$ cat src/rtl/wxu_pkg.sv
`timescale 1ns/1ps
package wxu_pkg;

  localparam int DW = 32;

  typedef enum logic [1:0] {
    SZ_B1 = 2'd0,
    SZ_B2 = 2'd1,
    SZ_B4 = 2'd2
  } xsize_e;

  typedef enum logic [2:0] {
    ST_IDLE = 3'd0,
    ST_KILL = 3'd1,
    ST_REQ  = 3'd2,
    ST_RSP  = 3'd3,
    ST_DONE = 3'd4
  } xstate_e;

  // Priority decode of the three size bits of the count.
  function automatic xsize_e size_of(input logic [2:0] cnt);
    xsize_e s;
    casez (cnt)
      3'b1??:  s = SZ_B4;
      3'b01?:  s = SZ_B2;
      default: s = SZ_B1;
    endcase
    return s;
  endfunction

  // New value of the two lowest address bits after alignment.
  function automatic logic [1:0] low_bits(input xsize_e s, input logic [1:0] lo);
    logic [1:0] r;
    case (s)
      SZ_B4:   r = 2'b00;
      SZ_B2:   r = {lo[1], 1'b0};
      default: r = lo;
    endcase
    return r;
  endfunction

  // Store data: top bytes of the word, right-justified.
  function automatic logic [DW-1:0] store_data(input xsize_e s, input logic [DW-1:0] w);
    logic [DW-1:0] r;
    case (s)
      SZ_B4:   r = w;
      SZ_B2:   r = {{(DW/2){1'b0}}, w[DW-1:DW/2]};
      default: r = {{(DW-8){1'b0}}, w[DW-1:DW-8]};
    endcase
    return r;
  endfunction

  // Load merge: read bytes go to the top, old low bits stay.
  function automatic logic [DW-1:0] load_merge(input xsize_e s, input logic [DW-1:0] w,
                                               input logic [DW-1:0] rd);
    logic [DW-1:0] r;
    case (s)
      SZ_B4:   r = rd;
      SZ_B2:   r = {rd[DW/2-1:0], w[DW/2-1:0]};
      default: r = {rd[7:0], w[DW-9:0]};
    endcase
    return r;
  endfunction

endpackage

$ cat src/rtl/wxu_decode.sv
`timescale 1ns/1ps
module wxu_decode
  import wxu_pkg::*;
#(
  parameter int ADDR_W   = 32,
  parameter int KEY_W    = 3,
  parameter int KEY_REGS = 5,
  parameter int KEY_SYS  = 6
) (
  input  logic [KEY_W-1:0]  key,
  input  logic [2:0]        cnt_lo,
  input  logic [ADDR_W-1:0] addr,
  input  logic [DW-1:0]     dep,
  output xsize_e            size,
  output logic [ADDR_W-1:0] addr_al,
  output logic [DW-1:0]     wdata,
  output logic              key_ok
);

  localparam logic [KEY_W-1:0] K_REGS = KEY_W'(KEY_REGS);
  localparam logic [KEY_W-1:0] K_SYS  = KEY_W'(KEY_SYS);

  logic [KEY_W-1:0] key_eff;

  always_comb begin
    size    = size_of(cnt_lo);
    addr_al = {addr[ADDR_W-1:2], low_bits(size, addr[1:0])};
    wdata   = store_data(size, dep);
    key_eff = (key < K_REGS) ? K_SYS : key;
    key_ok  = (key_eff == K_SYS);
  end

endmodule

$ cat src/rtl/wxu_merge.sv
`timescale 1ns/1ps
module wxu_merge
  import wxu_pkg::*;
(
  input  xsize_e        size,
  input  logic          is_store,
  input  logic [DW-1:0] dep,
  input  logic [DW-1:0] rdata,
  output logic [DW-1:0] word_new
);

  always_comb begin
    if (is_store) word_new = dep;
    else          word_new = load_merge(size, dep, rdata);
  end

endmodule

$ cat src/rtl/wxu_ctrl.sv
`timescale 1ns/1ps
module wxu_ctrl
  import wxu_pkg::*;
(
  input  logic clk,
  input  logic rst_n,
  input  logic start,
  input  logic key_ok,
  input  logic req_ready,
  input  logic rsp_valid,
  output logic accept,
  output logic take_rsp,
  output logic req_valid,
  output logic busy,
  output logic kill,
  output logic done
);

  xstate_e state;

  always_ff @(posedge clk or negedge rst_n) begin
    if (!rst_n) begin
      state <= ST_IDLE;
    end else begin
      case (state)
        ST_IDLE: if (start) state <= key_ok ? ST_REQ : ST_KILL;
        ST_KILL: state <= ST_IDLE;
        ST_REQ:  if (req_ready) state <= ST_RSP;
        ST_RSP:  if (rsp_valid) state <= ST_DONE;
        ST_DONE: state <= ST_IDLE;
        default: state <= ST_IDLE;
      endcase
    end
  end

  always_comb begin
    accept    = (state == ST_IDLE) && start;
    take_rsp  = (state == ST_RSP) && rsp_valid;
    req_valid = (state == ST_REQ);
    busy      = (state != ST_IDLE);
    kill      = (state == ST_KILL);
    done      = (state == ST_DONE);
  end

endmodule

$ cat src/rtl/word_xfer_unit.sv
`timescale 1ns/1ps
module word_xfer_unit
  import wxu_pkg::*;
#(
  parameter int ADDR_W   = 32,
  parameter int CNT_W    = 16,
  parameter int KEY_W    = 3,
  parameter int KEY_REGS = 5,
  parameter int KEY_SYS  = 6
) (
  input  logic              clk,
  input  logic              rst_n,
  input  logic              start,
  input  logic              is_store,
  input  logic [KEY_W-1:0]  key,
  input  logic [CNT_W-1:0]  req_count,
  input  logic [ADDR_W-1:0] addr,
  input  logic [31:0]       cmd_dep,
  input  logic              hold_cond,
  output logic              busy,
  output logic              mem_req_valid,
  input  logic              mem_req_ready,
  output logic              mem_req_write,
  output logic [1:0]        mem_req_size,
  output logic [ADDR_W-1:0] mem_req_addr,
  output logic [31:0]       mem_req_wdata,
  input  logic              mem_rsp_valid,
  input  logic [31:0]       mem_rsp_rdata,
  output logic [31:0]       word_out,
  output logic              done,
  output logic              commit,
  output logic              kill
);

  // Named internal events (also observed by the checker).
  logic start_take;
  logic rsp_take;

  xsize_e            dec_size;
  logic [ADDR_W-1:0] dec_addr;
  logic [DW-1:0]     dec_wdata;
  logic              dec_key_ok;

  logic              unused_cnt_hi;
  assign unused_cnt_hi = ^req_count[CNT_W-1:3];

  wxu_decode #(
    .ADDR_W(ADDR_W), .KEY_W(KEY_W), .KEY_REGS(KEY_REGS), .KEY_SYS(KEY_SYS)
  ) u_dec (
    .key(key), .cnt_lo(req_count[2:0]), .addr(addr), .dep(cmd_dep),
    .size(dec_size), .addr_al(dec_addr), .wdata(dec_wdata), .key_ok(dec_key_ok)
  );

  wxu_ctrl u_ctrl (
    .clk(clk), .rst_n(rst_n), .start(start), .key_ok(dec_key_ok),
    .req_ready(mem_req_ready), .rsp_valid(mem_rsp_valid),
    .accept(start_take), .take_rsp(rsp_take), .req_valid(mem_req_valid),
    .busy(busy), .kill(kill), .done(done)
  );

  // Command held for the whole access.
  logic              op_store_q;
  xsize_e            size_q;
  logic [ADDR_W-1:0] addr_q;
  logic [DW-1:0]     wdata_q;
  logic [DW-1:0]     dep_q;
  logic [DW-1:0]     word_q;
  logic              commit_q;
  logic [DW-1:0]     merged;

  wxu_merge u_merge (
    .size(size_q), .is_store(op_store_q), .dep(dep_q),
    .rdata(mem_rsp_rdata), .word_new(merged)
  );

  always_ff @(posedge clk or negedge rst_n) begin
    if (!rst_n) begin
      op_store_q <= 1'b0;
      size_q     <= SZ_B1;
      addr_q     <= '0;
      wdata_q    <= '0;
      dep_q      <= '0;
    end else if (start_take) begin
      op_store_q <= is_store;
      size_q     <= dec_size;
      addr_q     <= dec_addr;
      wdata_q    <= dec_wdata;
      dep_q      <= cmd_dep;
    end
  end

  always_ff @(posedge clk or negedge rst_n) begin
    if (!rst_n) begin
      word_q   <= '0;
      commit_q <= 1'b0;
    end else if (rsp_take) begin
      word_q   <= merged;
      commit_q <= !hold_cond;
    end
  end

  assign mem_req_write = op_store_q;
  assign mem_req_size  = size_q;
  assign mem_req_addr  = addr_q;
  assign mem_req_wdata = wdata_q;
  assign word_out      = word_q;
  assign commit        = done && commit_q;

endmodule

$ cat config.mk
export PLATFORM = sky130hd
export DESIGN_NAME = word_xfer_unit
export DESIGN_NICKNAME = d
export VERILOG_FILES = /design/src/rtl/wxu_pkg.sv /design/src/rtl/wxu_decode.sv /design/src/rtl/wxu_merge.sv /design/src/rtl/wxu_ctrl.sv /design/src/rtl/word_xfer_unit.sv
export SDC_FILE = /design/constraint.sdc
export NUM_CORES = 1
export LEC_CHECK = 0
export ABC_CLOCK_PERIOD_IN_PS = 2100
export BUFFER_PORTS_ARGS = -buffer_cell sky130_fd_sc_hd__buf_2
export CAP_MARGIN = 20
export CORE_AREA = 2 2 118 120
export DETAILED_ROUTE_END_ITERATION = 10
export DIE_AREA = 0 0 120 122
export PLACE_DENSITY_LB_ADDON = 0.12
export SLEW_MARGIN = 20
export SYNTH_ARGS = -nofsm -noshare
export SYNTH_HDL_FRONTEND = slang
export SYNTH_SLANG_ARGS = --single-unit
$ cat constraint.sdc
create_clock -name clk -period 2.1 [get_ports clk]
set_input_delay 0.315 -clock clk [delete_from_list [all_inputs] [get_ports clk]]
set_output_delay 0.315 -clock clk [all_outputs]
set_load 0.01 [all_outputs]
Word-level counts from Yosys, hierarchy flattened
Cells that the tools add are included.

storage, ports and cells
  register bits = 135
  latch bits = 0
  memory bits (writable) = 0
  bits in read-only memories = 0
  bits of input ports = 122
  output and inout port bits = 104
  word-level logic and storage cells = 40
  memories = 0

cells by class
  add/subtract/negate cells = 0
  multiply operators = 0
  div/mod/pow operators = 0
  $lt $le $gt $ge = 1
  equal/unequal tests = 13
  shift-type cells = 0
  multiplexer cells = 11
  bitwise gates (word level) = 0
  reduce and logical (&&, ||, !) cells = 7

operator list
  kind                                                              count
  32-bit one-hot mux with 2 select lines                            2
  32-bit 2-to-1 mux                                                 1
  3-bit 2-to-1 mux                                                  4
  3-bit one-hot mux with 3 select lines                             1
  2-bit one-hot mux with 2 select lines                             2
  2-bit by 1-bit == test with 1-bit output (second input constant)  3
  3-bit by 2-bit == test with 1-bit output (second input constant)  2
  3-bit == test (second input constant)                             2
  2-bit == test (second input constant)                             2
  2-bit != test (second input constant)                             2
  3-bit by 1-bit == test with 1-bit output (second input constant)  1
  1-bit logical AND                                                 3
  3-bit zero test                                                   1
  3-bit less-than comparator (second input constant)                1
  3-bit AND reduction                                               1
  3-bit nonzero test                                                1
  2-bit 2-to-1 mux                                                  1
  2-bit by 1-bit != test with 1-bit output (second input constant)  1
  1-bit zero test                                                   1

Logic depth before layout (Yosys ltp)
  word-level depth = 6
  depth in mapped cells = 8
  gate-level depth less buffers = 5

Hierarchy
Synthesis repeated with hierarchy kept, for this count alone.

second synthesis, totals
  cells, all modules = 484
  area total of the unflattened synthesis = 6,373.6 sq um

modules (own cells, without submodules)
  module          times used  cells an instance  area each (sq um)  sequential area each (sq um)
  word_xfer_unit  1           281                4,929.7            3,303.2
  wxu_merge       1           94                 638.1              0.0
  wxu_decode      1           90                 628.1              0.0
  wxu_ctrl        1           19                 177.7              75.1

Worst setup path before layout
No wires, ideal clock.

  path type = register to register
  start = register size_q[0] (netlist: mem_req_size[0])
  end = register word_q[28] (netlist: word_out[28])
  library setup time = 0.134 ns
  arrival = 1.712 ns
  data required time = 1.966 ns
  setup slack = 0.254 ns
  cell stages (with the launch flop) = 8
  path buffers = 2
  clock period less this slack = 1.846 ns
  path through = dfrtp_1 -> inv_1 -> ha_1 -> or2_2 -> clkbuf_1 -> buf_2 -> a221oi_1 -> o31ai_1

on the way
  word-level cells in the longest chain between the ends = 3
  elaborated cells between the ends (all ways) = 4
  those cells by class = eq/ne (2); mux (2)

RTL lines
  element                                                                    line                  text
  from (decl)                                                                word_xfer_unit.sv:63  xsize_e size_q;
  from (signal assigned)                                                     word_xfer_unit.sv:85  size_q <= dec_size;
  2-bit by 1-bit == test with 1-bit output or 2-bit == test (tied branches)  wxu_pkg.sv:57         case (s)
  32-bit one-hot mux with 2 select lines *                                   wxu_pkg.sv:57
  32-bit 2-to-1 mux *                                                        wxu_merge.sv:13       if (is_store) word_new = dep;
  to (signal assigned)                                                       word_xfer_unit.sv:97  word_q <= merged;
  to (decl)                                                                  word_xfer_unit.sv:67  logic [DW-1:0] word_q;

Every way passes the cells marked *; elsewhere a longest branch is shown, timed or not.
A chain may end at the register's enable or synchronous reset.

Final worst setup path
  start = register size_q[0] (netlist: mem_req_size[0])
  end = register word_q[2] (netlist: word_out[2])

Same word-level chain as after synthesis.

==> metrics.md <==
| Metric | Value |
|---|---|
| Yosys top cell by area | `dfrtp_1` |
| Clk root buf | `clkbuf_16` |
| Post CTS Setup Buffer Count | `0` |
| Worst min-delay path class | `input port to flop` |
| Setup TNS | `0 ns` |
| Final Cycle Share | `92.0%` |
| Die height | `122 microns` |
| Synth top area share | `57.4%` |
| Vias | `5,142` |
| Status | `finished, final reports clean` |
| Initial antenna violation count | `0` |
| Design area | `7600 sq um` |
| Top Ports | `226` |
| Crit Path Category | `flop to flop` |
| Clock latency on the worst-skew pair | `0.41 ns` |
| Vias/cell | `5.04` |
| Reg clk slew, reported paths | `0.05 ns` |
| Worst EP required | `2.38 ns` |
| Die area | `14,600 sq um` |
| Core box area | `13,500 sq um` |
| Slowest CP cell | `or3_1` |
| DRC Markers | `0` |
| CTS Buf Count | `17` |
| Slew HR | `62.7%` |
| Final slew viol count | `0` |
| Sequential share of the synthesized area | `57.4%` |
| GRT Util Overall | `23.3%` |
| Total congestion overflow | `0` |
| H-tree depth | `4` |
| Max Cap Viol | `0` |
| Crit-path max FO | `16` |
| Syn Area/Cell | `9.32 sq um` |
| Cells after Synth | `632` |
| Post-route minimum period | `1.93 ns` |
| Final Wtd Congestion | `0.801` |
| Peak VDD IR | `0.573 mV` |
| PortBufs | `210` |
| Synth unique cells | `38` |
| Critical Path End Type | `flop` |
| FP Rows | `43` |
| Count leader, synth | `nand2_1` |
| Hold Vio Cnt, Final | `0` |
| Starting Density | `43.6%` |
| Flops & latches, synth | `135` |
| CTS tree | `done` |
| PwrDens | `1540 nW/um^2` |
| Placed Area | `7080 sq um` |
| Synth Flop Type | `dfrtp_1` |
| Async S/R FF share, synth | `100%` |
| Setup Skew | `0.00378 ns` |
| Slowest stage delay, CP | `0.62 ns` |
| Startpoint types | `flop` |
| CP Cell Sequence | `inv_1 -> ha_1 -> or3_1 -> a22oi_1 -> o21ai_0` |
| NumNets Final | `952` |
| DRT antenna net count | `0` |
| Worst endpoint data arrival time | `2.21 ns` |
| Largest net degree at the start of global routing | `68` |
| Die extent in x | `120 microns` |
| Post-Syn Area | `5890 sq um` |
| Least-Margin Pin Slew | `0.559 ns` |
| TritonRoute pass-1 iters | `4` |
| Most instantiated cells after synthesis | `nand2_1 (268), dfrtp_1 (135), o21ai_0 (29)` |
| Mapped Nets | `756` |
| Share of cells above drive strength 1 | `31.5%` |
| RSZ-0062 raised after global routing | `false` |
| Setup violators final | `0` |
| Leakage | `4.11 nW` |
| Initial drt markers | `349` |
| Number of global-route vias before repair | `4,931` |
| Pwr Total | `11.7 mW` |
| ANT cells | `0` |
| FMAX | `518 MHz` |
| Area contributors post-synth | `dfrtp_1 (57%), nand2_1 (17%), o21ai_0 (2.5%)` |
| Ys Warns | `0` |
| Routed wire length | `16,700 microns` |
| Post-detail-place hpwl | `12,400 microns` |
| Max Buffers Root-to-Sink | `2` |
| Number of synthesized flops with an enable pin | `0` |
| Layout area overhead | `29.1%` |
| Final hold slack | `0.0936 ns` |
| First-pass GRT wire length | `26,100 microns` |
| Routed wire per std cell | `16.3 microns` |
| CTS sink count | `135` |
layer usage:
metal | up-vias | share of wire [%] | GRT usage (%)
met1 | 2416 | 46 | 32.9
li1 | 2505 | - | -
met5 | - | 0 | 0
met2 | 200 | 44 | 34.3
met3 | 21 | 7.6 | 6.13
met4 | 0 | 2.1 | 8.90
area by class of cell:
cell class,instances,area [sq um]
clock buffer,27,493
sequential,135,3380
fill,1275,5900
inverter,4,15.0
multi-input combinational,446,2260
tap,180,225
clock inverter,4,20.0
timing repair buffer,224,1210
critical path, delay by kind of cell (launching register included):
kind | cells | cell delay (ns)
AOI/OAI and AO/OA | 2 | 0.35
adders and majority gates | 1 | 0.37
buffers and inverters | 1 | 0.07
DFF | 1 | 0.38
and+or+nand+nor | 1 | 0.62
registers in the layout (all words and copies together) (netlist names):
signal / flops
dep_q: 32
mem_req_addr: 32
mem_req_wdata: 32
word_out: 32
u_ctrl.state: 3
mem_req_size: 2
commit_q: 1
mem_req_write: 1
final timing paths:
| kind | cells past startpoint | to | startpoint | slack (ns) |
|---|---|---|---|---|
| setup reg to reg | 5 | word_out[2] | mem_req_size[0] | 0.17 |
| min in group asynchronous | 2 | u_ctrl.state[0] | rst_n | 0.41 |
| setup / recovery | 5 | word_out[2] | mem_req_size[0] | 0.17 |
| hold reg to reg | 2 | mem_req_addr[1] | mem_req_addr[1] | 0.46 |
| max in group asynchronous | 3 | dep_q[24] | rst_n | 1.09 |
| hold / removal | 3 | mem_req_addr[25] | addr[25] | 0.09 |
power by group:
group	internal, mW	switching (mW)
Sequential	3.81	0.761
Clock	1.59	1.01
Combinational	1.83	2.69
per-stage QoR:
step | utilization [%] | instances | setup WS (ns)
floorplan | - | 632 | 0.254
global placement | 52.4 | 988 | 0.270
detailed placement | 52.4 | 988 | 0.230
CTS | 56.3 | 1020 | 0.219
global route | 56.3 | 1020 | 0.0362
finish | 56.3 | 1020 | 0.169
layout by cell type (no fill, tap or decap), types with 2 or more instances in the layout:
cell type,n
a21oi_1,2
a221oi_1,16
a221oi_2,6
a22oi_1,16
a31oi_1,2
buf_12,4
buf_2,209
buf_4,9
clkbuf_1,7
clkbuf_16,17
clkbuf_8,3
clkinv_2,4
dfrtp_1,135
ha_1,2
inv_1,3
mux2_2,8
mux2i_1,8
nand2_1,268
nand2b_1,2
nand3_1,17
nand3b_1,3
nor2_1,26
nor2b_1,2
nor3b_1,3
o21ai_0,29
o22ai_1,7
o31ai_1,15
or3_1,2
what timing repair did:
item,in CTS,in global routing
hold buffers,1,0
resized for setup,0,0
hold endpoints to repair,46,0
cells by family after synthesis:
group,synth area share (%)
simple gates,23.0
flops,57.4
compound gates,11.9
buf+inv,4.48
mux,2.89
fa+ha+maj,0.425
(Power assumes the default switching activity.)
